===== src/rtl/dqsel_pkg.sv =====
package dqsel_pkg;
  typedef enum logic [1:0] {
    PH_IDLE = 2'd0,
    PH_WAIT = 2'd1,
    PH_HOLD = 2'd2
  } phase_e;
endpackage


===== src/rtl/dqsel_mask.sv =====
module dqsel_mask #(
  parameter int NUM_NIBBLES  = 18,
  parameter int NIB_PER_WORD = 4,
  parameter int IDX_W        = $clog2(NUM_NIBBLES)
) (
  input  logic                   clk,
  input  logic                   rst_n,
  input  logic                   x8_mode,
  input  logic                   wr_en,
  input  logic [IDX_W-1:0]       wr_idx,
  input  logic                   wr_val,
  input  logic                   bulk_en,
  input  logic                   bulk_val,
  output logic [NUM_NIBBLES-1:0] mask_q,
  output logic                   err_q
);
  localparam int NUM_WORDS = (NUM_NIBBLES + NIB_PER_WORD - 1) / NIB_PER_WORD;
  localparam int DEV_X4    = NUM_NIBBLES;
  localparam int DEV_X8    = NUM_NIBBLES / 2;

  logic [NUM_NIBBLES-1:0] hit;
  logic                   in_range;

  assign in_range = x8_mode ? (wr_idx < IDX_W'(DEV_X8)) : (wr_idx < IDX_W'(DEV_X4));

  // Enables laid out word by word, four nibble lanes per word.
  for (genvar w = 0; w < NUM_WORDS; w++) begin : g_word
    for (genvar l = 0; l < NIB_PER_WORD; l++) begin : g_lane
      localparam int N = w * NIB_PER_WORD + l;
      if (N < NUM_NIBBLES) begin : g_live
        assign hit[N] = x8_mode ? (wr_idx == IDX_W'(N / 2)) : (wr_idx == IDX_W'(N));
      end
    end
  end

  always_ff @(posedge clk or negedge rst_n) begin
    if (!rst_n) begin
      mask_q <= '1;
      err_q  <= 1'b0;
    end else begin
      err_q <= wr_en && !bulk_en && !in_range;
      if (bulk_en) begin
        mask_q <= {NUM_NIBBLES{bulk_val}};
      end else if (wr_en && in_range) begin
        for (int n = 0; n < NUM_NIBBLES; n++) begin
          if (hit[n]) mask_q[n] <= wr_val;
        end
      end
    end
  end

  // a flagged write left the mask as it was
  p_err_mask_stable_r5: assert property (@(posedge clk) disable iff (!rst_n)
    err_q |-> (mask_q == $past(mask_q)));

  // in x8 mode the two nibbles of a device always move together
  p_x8_pair_r4: assert property (@(posedge clk) disable iff (!rst_n)
    (wr_en && !bulk_en && x8_mode && in_range) |=> (mask_q[2*$past(wr_idx)] == mask_q[2*$past(wr_idx)+1]));

  // bulk write fills every enable
  p_bulk_fill_r6: assert property (@(posedge clk) disable iff (!rst_n)
    bulk_en |=> (mask_q == {NUM_NIBBLES{$past(bulk_val)}}));
endmodule


===== src/rtl/dqsel_timer.sv =====
module dqsel_timer
  import dqsel_pkg::*;
#(
  parameter int DLY_W = 8
) (
  input  logic             clk,
  input  logic             rst_n,
  input  logic             mode_en,
  input  logic             mrs_strobe,
  input  logic [DLY_W-1:0] start_dly,
  input  logic [DLY_W-1:0] hold_dly,
  output logic             active,
  output logic             busy,
  output logic             done_q
);
  phase_e           phase_q;
  logic [DLY_W-1:0] cnt_q;
  logic [DLY_W-1:0] hold_q;

  always_ff @(posedge clk or negedge rst_n) begin
    if (!rst_n) begin
      phase_q <= PH_IDLE;
      cnt_q   <= '0;
      hold_q  <= '0;
      done_q  <= 1'b0;
    end else begin
      done_q <= 1'b0;
      unique case (phase_q)
        PH_IDLE: begin
          if (mrs_strobe && mode_en) begin
            hold_q <= hold_dly;
            if (start_dly == '0) begin
              phase_q <= PH_HOLD;
              cnt_q   <= hold_dly;
            end else begin
              phase_q <= PH_WAIT;
              cnt_q   <= start_dly;
            end
          end
        end
        PH_WAIT: begin
          if (cnt_q == DLY_W'(1)) begin
            phase_q <= PH_HOLD;
            cnt_q   <= hold_q;
          end else begin
            cnt_q <= cnt_q - 1'b1;
          end
        end
        PH_HOLD: begin
          if (cnt_q == '0) begin
            phase_q <= PH_IDLE;
            done_q  <= 1'b1;
          end else begin
            cnt_q <= cnt_q - 1'b1;
          end
        end
        default: phase_q <= PH_IDLE;
      endcase
    end
  end

  assign active = (phase_q == PH_HOLD);
  assign busy   = (phase_q != PH_IDLE);

  // disabled mode never starts a window
  p_mode_off_r7: assert property (@(posedge clk) disable iff (!rst_n)
    (!busy && mrs_strobe && !mode_en) |=> !busy);

  // zero start delay drives right after the strobe edge
  p_zero_start_r8: assert property (@(posedge clk) disable iff (!rst_n)
    (!busy && mrs_strobe && mode_en && start_dly == '0) |=> active);

  // done is a single-cycle pulse that follows the window
  p_done_single_r9: assert property (@(posedge clk) disable iff (!rst_n)
    done_q |=> !done_q);
  p_done_after_hold_r9: assert property (@(posedge clk) disable iff (!rst_n)
    $rose(done_q) |-> $past(active));

  // a strobe during a running window does not restart it
  p_busy_ignore_r10: assert property (@(posedge clk) disable iff (!rst_n)
    (active && cnt_q != '0 && mrs_strobe) |=> (active && cnt_q == $past(cnt_q) - 1'b1));
endmodule


===== src/rtl/dram_dq_select.sv =====
module dram_dq_select #(
  parameter int NUM_NIBBLES  = 18,
  parameter int NIB_PER_WORD = 4,
  parameter int DLY_W        = 8,
  parameter int IDX_W        = $clog2(NUM_NIBBLES)
) (
  input  logic                   clk,
  input  logic                   rst_n,
  input  logic                   mode_en,
  input  logic                   x8_mode,
  input  logic                   wr_en,
  input  logic [IDX_W-1:0]       wr_idx,
  input  logic                   wr_val,
  input  logic                   bulk_en,
  input  logic                   bulk_val,
  input  logic [DLY_W-1:0]       start_dly,
  input  logic [DLY_W-1:0]       hold_dly,
  input  logic                   mrs_strobe,
  output logic [NUM_NIBBLES-1:0] dq_sel,
  output logic                   busy,
  output logic                   done,
  output logic                   idx_err
);
  logic [NUM_NIBBLES-1:0] mask;
  logic                   active;

  dqsel_mask #(
    .NUM_NIBBLES (NUM_NIBBLES),
    .NIB_PER_WORD(NIB_PER_WORD),
    .IDX_W       (IDX_W)
  ) u_mask (
    .clk     (clk),
    .rst_n   (rst_n),
    .x8_mode (x8_mode),
    .wr_en   (wr_en),
    .wr_idx  (wr_idx),
    .wr_val  (wr_val),
    .bulk_en (bulk_en),
    .bulk_val(bulk_val),
    .mask_q  (mask),
    .err_q   (idx_err)
  );

  dqsel_timer #(
    .DLY_W(DLY_W)
  ) u_timer (
    .clk       (clk),
    .rst_n     (rst_n),
    .mode_en   (mode_en),
    .mrs_strobe(mrs_strobe),
    .start_dly (start_dly),
    .hold_dly  (hold_dly),
    .active    (active),
    .busy      (busy),
    .done_q    (done)
  );

  // Active-low select: idle level is high on every nibble.
  assign dq_sel = active ? mask : '1;

  // outside the window all lanes stay high
  p_idle_high_r2: assert property (@(posedge clk) disable iff (!rst_n)
    !busy |-> (dq_sel == '1));

  // the cycle of the done pulse shows idle level
  p_done_idle_r9: assert property (@(posedge clk) disable iff (!rst_n)
    done |-> (dq_sel == '1));
endmodule


===== config.mk =====
export PLATFORM = sky130hd
export DESIGN_NAME = dram_dq_select
export DESIGN_NICKNAME = d
export VERILOG_FILES = /design/src/rtl/dqsel_pkg.sv /design/src/rtl/dqsel_mask.sv /design/src/rtl/dqsel_timer.sv /design/src/rtl/dram_dq_select.sv
export SDC_FILE = /design/constraint.sdc
export NUM_CORES = 1
export LEC_CHECK = 0
export BUFFER_PORTS_ARGS = -buffer_cell sky130_fd_sc_hd__buf_2
export CELL_PAD_IN_SITES_DETAIL_PLACEMENT = 2
export CELL_PAD_IN_SITES_GLOBAL_PLACEMENT = 2
export CORE_MARGIN = 2
export CORE_UTILIZATION = 31
export CTS_CLUSTER_SIZE = 25
export DETAILED_ROUTE_END_ITERATION = 16
export PLACE_DENSITY_LB_ADDON = 0.1
export SYNTH_ARGS = -nofsm -noshare
export SYNTH_HDL_FRONTEND = slang
export SYNTH_SLANG_ARGS = --single-unit
export TNS_END_PERCENT = 100

===== constraint.sdc =====
create_clock -name clk -period 2.2 [get_ports clk]
set_clock_uncertainty 0.2 [all_clocks]
set_input_delay 0.33 -clock clk [delete_from_list [all_inputs] [get_ports clk]]
set_output_delay 0.33 -clock clk [all_outputs]
set_load 0.005 [all_outputs]

# After elaboration in Yosys (flattened, before gate mapping)
# Index checks and enable logic that the tools add are counted.
[word_totals] register_bits=38 output_inout_bits=21 word_cells=153
[classes] n_addsub=1 n_lt_le_gt_ge=2 n_eq_ne=24 n_mux=51 n_reduce_logical=52
[op_table] op="two-way mux 18 bit" count=3
[op_table] op="equality test 5 x 4 -> 1 bit (second input constant)" count=8
[op_table] op="nonzero test 2 bit" count=20
[op_table] op="two-way mux 1 bit" count=38
[op_table] op="AND reduction 2 bit" count=19
[op_table] op="two-way mux 8 bit" count=4
[op_table] op="case mux 8 bit (3 select lines)" count=1
[op_table] op="equality test 5 x 3 -> 1 bit (second input constant)" count=4
[op_table] op="logical NOT 8 bit" count=2
[op_table] op="equality test 5 x 2 -> 1 bit (second input constant)" count=2
[op_table] op="equality test 5 bit (second input constant)" count=2
[op_table] op="equality test 8 x 1 -> 1 bit (second input constant)" count=1
[op_table] op="two-way mux 2 bit" count=4
[op_table] op="subtractor 8 x 1 -> 8 bit (second input constant)" count=1
[op_table] op="!= test 2 x 1 -> 1 bit (second input constant)" count=3
[op_table] op="case mux 2 bit (3 select lines)" count=1
[op_table] op="AND reduction 3 bit" count=2
[op_table] op="equality test 5 x 1 -> 1 bit (second input constant)" count=1
[op_table] op="logical NOT 5 bit" count=1
[op_table] op="< comparator 5 x 4 -> 1 bit (second input constant)" count=1
[op_table] op="< comparator 5 bit (second input constant)" count=1
[op_table] op="logical AND 1 bit" count=4
[op_table] op="nonzero test 3 bit" count=1
[op_table] op="equality test 2 x 1 -> 1 bit (second input constant)" count=1
[op_table] op="4 further kinds" count=5

# Depth between registers and ports, before layout
[depth] depth_word=5 depth_mapped=7 mapped_depth_nobuf=6

# Cells and area by module
# Synthesis repeated with hierarchy kept, for this count alone.
[unflattened] cells_unflattened=269 hier_area_um2=2748.9
[by_module_without_submodules] mod="dqsel_timer" n_inst=1 cells_per_inst=137 area_each_um2=1383.8 seq_area_each_um2=475.5
[by_module_without_submodules] mod="dqsel_mask" n_inst=1 cells_per_inst=113 area_each_um2=1238.7 seq_area_each_um2=498.0
[by_module_without_submodules] mod="dram_dq_select" n_inst=1 cells_per_inst=19 area_each_um2=126.4 seq_area_each_um2=0.0

# Worst setup path before layout
# No wires, ideal clock.
[synth_path] path_kind="reg2reg" startpoint="register u_timer.phase_q[0]" endpoint="register u_timer.cnt_q[2]" setup_ns=0.121 arrival_time_ns=1.846 required_ns=1.879 path_slack_ns=0.033 path_stages_with_launch=7 period_less_slack_ns=2.167 path_cell_list="dfrtp_1 -> inv_1 -> ha_1 -> or4b_1 -> o22ai_4 -> o221ai_1 -> a22o_1"
[synth_between] elab_chain_len=3
[synth_lines] item="from (decl)" line_no="dqsel_timer.sv:16" source="phase_e phase_q;"
[synth_lines] item="from (signal assigned)" line_no="dqsel_timer.sv:22" source="phase_q <= PH_IDLE;"
[synth_lines] item="from (signal assigned)" line_no="dqsel_timer.sv:33" source="phase_q <= PH_HOLD;"
[synth_lines] item="from (signal assigned)" line_no="dqsel_timer.sv:36" source="phase_q <= PH_WAIT;"
[synth_lines] item="equality test 2 bit (tied with other cells)" line_no="dqsel_timer.sv:28" source="unique case (phase_q)"
[synth_lines] item="!= test 2 bit (no source line) (tied with other cells)"
[synth_lines] item="AND reduction 3 bit (no source line)"
[synth_lines] item="to (signal assigned)" line_no="dqsel_timer.sv:34" source="cnt_q <= hold_dly;"
[synth_lines] item="to (signal assigned)" line_no="dqsel_timer.sv:37" source="cnt_q <= start_dly;"
[synth_lines] item="to (signal assigned)" line_no="dqsel_timer.sv:44" source="cnt_q <= hold_q;"
[synth_lines] item="to (decl)" line_no="dqsel_timer.sv:17" source="logic [DLY_W-1:0] cnt_q;"
# Several ways; a longest one is shown, not always the timed one.
# A chain may end at the register's enable or synchronous reset.

# Worst setup path after layout
# Same ends and word-level chain as after synthesis.

==> results.cfg <==
[run_status]
outcome = complete, no violations

[timing]
rsz0062_at_grt = false
clock.fmax_mhz = 480
timing.setup.tns_ns = 0
tightestPinTransition_ns = 0.428
finalCriticalPeriod_ns = 2.09
hold_ws_ns = 0.0763
final-setup-viol-count = 0
fin_ws_ns = 0.115
post-route-period-util_pct = 94.8
finalHoldViolCount = 0
slew_headroom_pct = 71.3
drv_slew = 0

[logic_synthesis]
avgSynthCellArea_sq_um = 10.1
ys_ff_latch = 38
yosys.area.top_type_share_pct = 18.7
synth_edf_count = 0
synth_top_area_cell = dfrtp_1
syn_inst = 265
synth.distinct_cells = 59
synthTopCellsByArea = dfrtp_1 (19%), dfstp_2 (18%), mux2_2 (6.7%)
ys_seq_area_share_pct = 36.4
syn_nets = 301
synth_most_common_cell = nand2b_1
synth_async_sr_flop_share_pct = 100
ys_warn_count = 0
synth_common_cells = nand2b_1 (24), dfrtp_1 (20), dfstp_2 (18)
synth_ff_type = dfrtp_1
synth.cell_area_sq_um = 2670

[job]
maxCapViolCount = 0

[finish]
final_cells = 437
synthToLayoutAreaGrowth_pct = 23.5
n_antenna_cell = 0
finalNetCount = 367
utilization_pct = 39.8
drive_above_1_share_pct = 38.6
final.fill_count = 954

[place]
placed_cells = 428
io_buffer_count = 50
dp_hpwl_mm = 5.99
place.gp.congestion = 0.742
pre_cts_slack_ns = -0.0169

[critical_path]
worstPathArrival_ns = 2.07
worstPathRequired_ns = 2.19
r2r.worst_path.cells = 7
start_kind = flip-flop
worstSetupEndpointType = flip-flop
worstSetupPathType = reg -> reg
cp_max_fo = 10

[route]
wl_per_cell_um = 17.9
ant_nets = 0
via_count = 2377
firstDrtPassIters = 4
routed_wl_mm = 7.84
drt-vias-per-instance = 5.44
drcViolationCount = 0
drt-initial-drc-count = 55

[grt]
grt-ovfl-total = 0
grt_pass1_wl_mm = 13.2
grt_usage_pct = 17.1
grt_pass1_vias = 2528
antenna_found_initial = 0
grt_start_max_net_pins = 23

[pwr]
p_per_area_nw_per_um2 = 1120
ir_drop_v = 0.000403
power_leakage_nw = 1.40

[clock_tree]
cts.path.max_buffers = 2
cts_buffers = 5
cts.sinks = 38
post_cts_buffers = 0
htreeDepth = 2
cts-root-buf = clkbuf_8
clk_latency_ns = 0.30
clkTransAtPathRegs_ns = 0.08
cts_tree = yes

[floorplanning]
row_count = 33
pin_count = 51
initial_core_util_pct = 32.2
fp.dieArea_sq_um = 9380
die_h_um = 96.9
core_area_sq_um = 8300
fp.dieW_um = 96.9

[min_path]
hp-class = in -> reg
hold_depth = 2
==> kinds of logic after synthesis <==
kind of cell | synth area share (%)
and+or+nand+nor | 19.4
muxes | 14.0
buffers and inverters | 4.68
AOI/OAI and AO/OA | 21.7
xor gates and xnor gates | 0.983
adders and majority gates | 2.81
DFF | 36.4
==> critical path, cell delays in order, from the launching register on <==
cell      delay [ns]
dfrtp_1         0.35
inv_1           0.06
ha_1            0.24
or4b_4          0.51
o22ai_4         0.14
buf_12          0.15
o221ai_1        0.10
a22o_1          0.23
==> where the power goes <==
| part | internal [mW] | total [mW] | switching, mW |
|---|---|---|---|
| sequential | 0.953 | 1.10 | 0.149 |
| combinational | 1.02 | 2.08 | 1.06 |
| clock | 0.253 | 0.513 | 0.260 |
| total | 2.23 | 3.69 | 1.47 |
==> area by class of cell <==
class / count / area, sq um / area share (%)
clock buffer: 7 / 86.3 / 2.61
timing repair buffer: 74 / 458 / 13.9
sequential: 38 / 973 / 29.5
tap: 105 / 131 / 3.98
inverter: 16 / 60.1 / 1.82
multi-input combinational: 196 / 1590 / 48.1
clock inverter: 1 / 5.00 / 0.152
==> cell usage in the layout, fill, tap and decap left out, drive strengths merged, types with 4 or more instances in the layout <==
| cell type | synthesis | final |
|---|---|---|
| buf | 9 | 73 |
| mux2 | 28 | 28 |
| nand2b | 24 | 24 |
| dfrtp | 20 | 20 |
| dfstp | 18 | 18 |
| inv | 16 | 16 |
| a31oi | 13 | 13 |
| a21oi | 11 | 11 |
| nor2b | 9 | 9 |
| clkbuf | 6 | 7 |
| nor3b | 6 | 6 |
| mux2i | 6 | 6 |
| o31ai | 6 | 6 |
| a22o | 6 | 6 |
| ha | 6 | 6 |
| nor2 | 5 | 5 |
| nand3 | 5 | 5 |
| nand2 | 5 | 5 |
| and3 | 5 | 5 |
| o22ai | 5 | 5 |
| nor4 | 5 | 5 |
| o221ai | 4 | 4 |
==> layer usage <==
metal | vias to the layer above | share of wire (%) | GRT usage, %
met3 | 11 | 4.1 | 2.75
met5 | - | 0 | 0
met1 | 1178 | 44 | 22.0
li1 | 1131 | - | -
met2 | 57 | 50 | 29.3
met4 | 0 | 1.8 | 4.98
==> stage by stage <==
stage | total power, mW | area (sq um)
after floorplan | 2.38 | 2670
after global placement | 3.13 | 3190
after detailed placement | 3.20 | 3190
after CTS | 3.74 | 3290
after global routing | 4.00 | 3300
final | 3.69 | 3300
==> final timing paths <==
kind                               startpoint            endpoint  slack (ns)
setup / recovery           u_timer.phase_q[0]    u_timer.cnt_q[2]        0.11
hold / removal                    hold_dly[5]   u_timer.hold_q[5]        0.08
setup reg to reg           u_timer.phase_q[0]    u_timer.cnt_q[2]        0.11
hold reg to reg             u_timer.hold_q[7]   u_timer.hold_q[7]        0.31
max in group asynchronous               rst_n    u_mask.mask_q[8]        0.94
min in group asynchronous               rst_n  u_timer.phase_q[0]        0.31
==> sequential cells by signal, summed over array words and instances (netlist names) <==
signal,count
u_mask.mask_q,18
u_timer.cnt_q,8
u_timer.hold_q,8
u_timer.phase_q,2
u_mask.err_q,1
u_timer.done_q,1
==> timing repair <==
| item | 4_1_cts | 5_1_grt |
|---|---|---|
| endpoints found under the hold margin | 6 | 0 |
| gates resized for setup | 1 | 3 |
| hold buffers | 1 | 0 |
| setup endpoints to repair | 4 | 4 |
| cloned | 0 | 0 |
(Power assumes the default switching activity.)
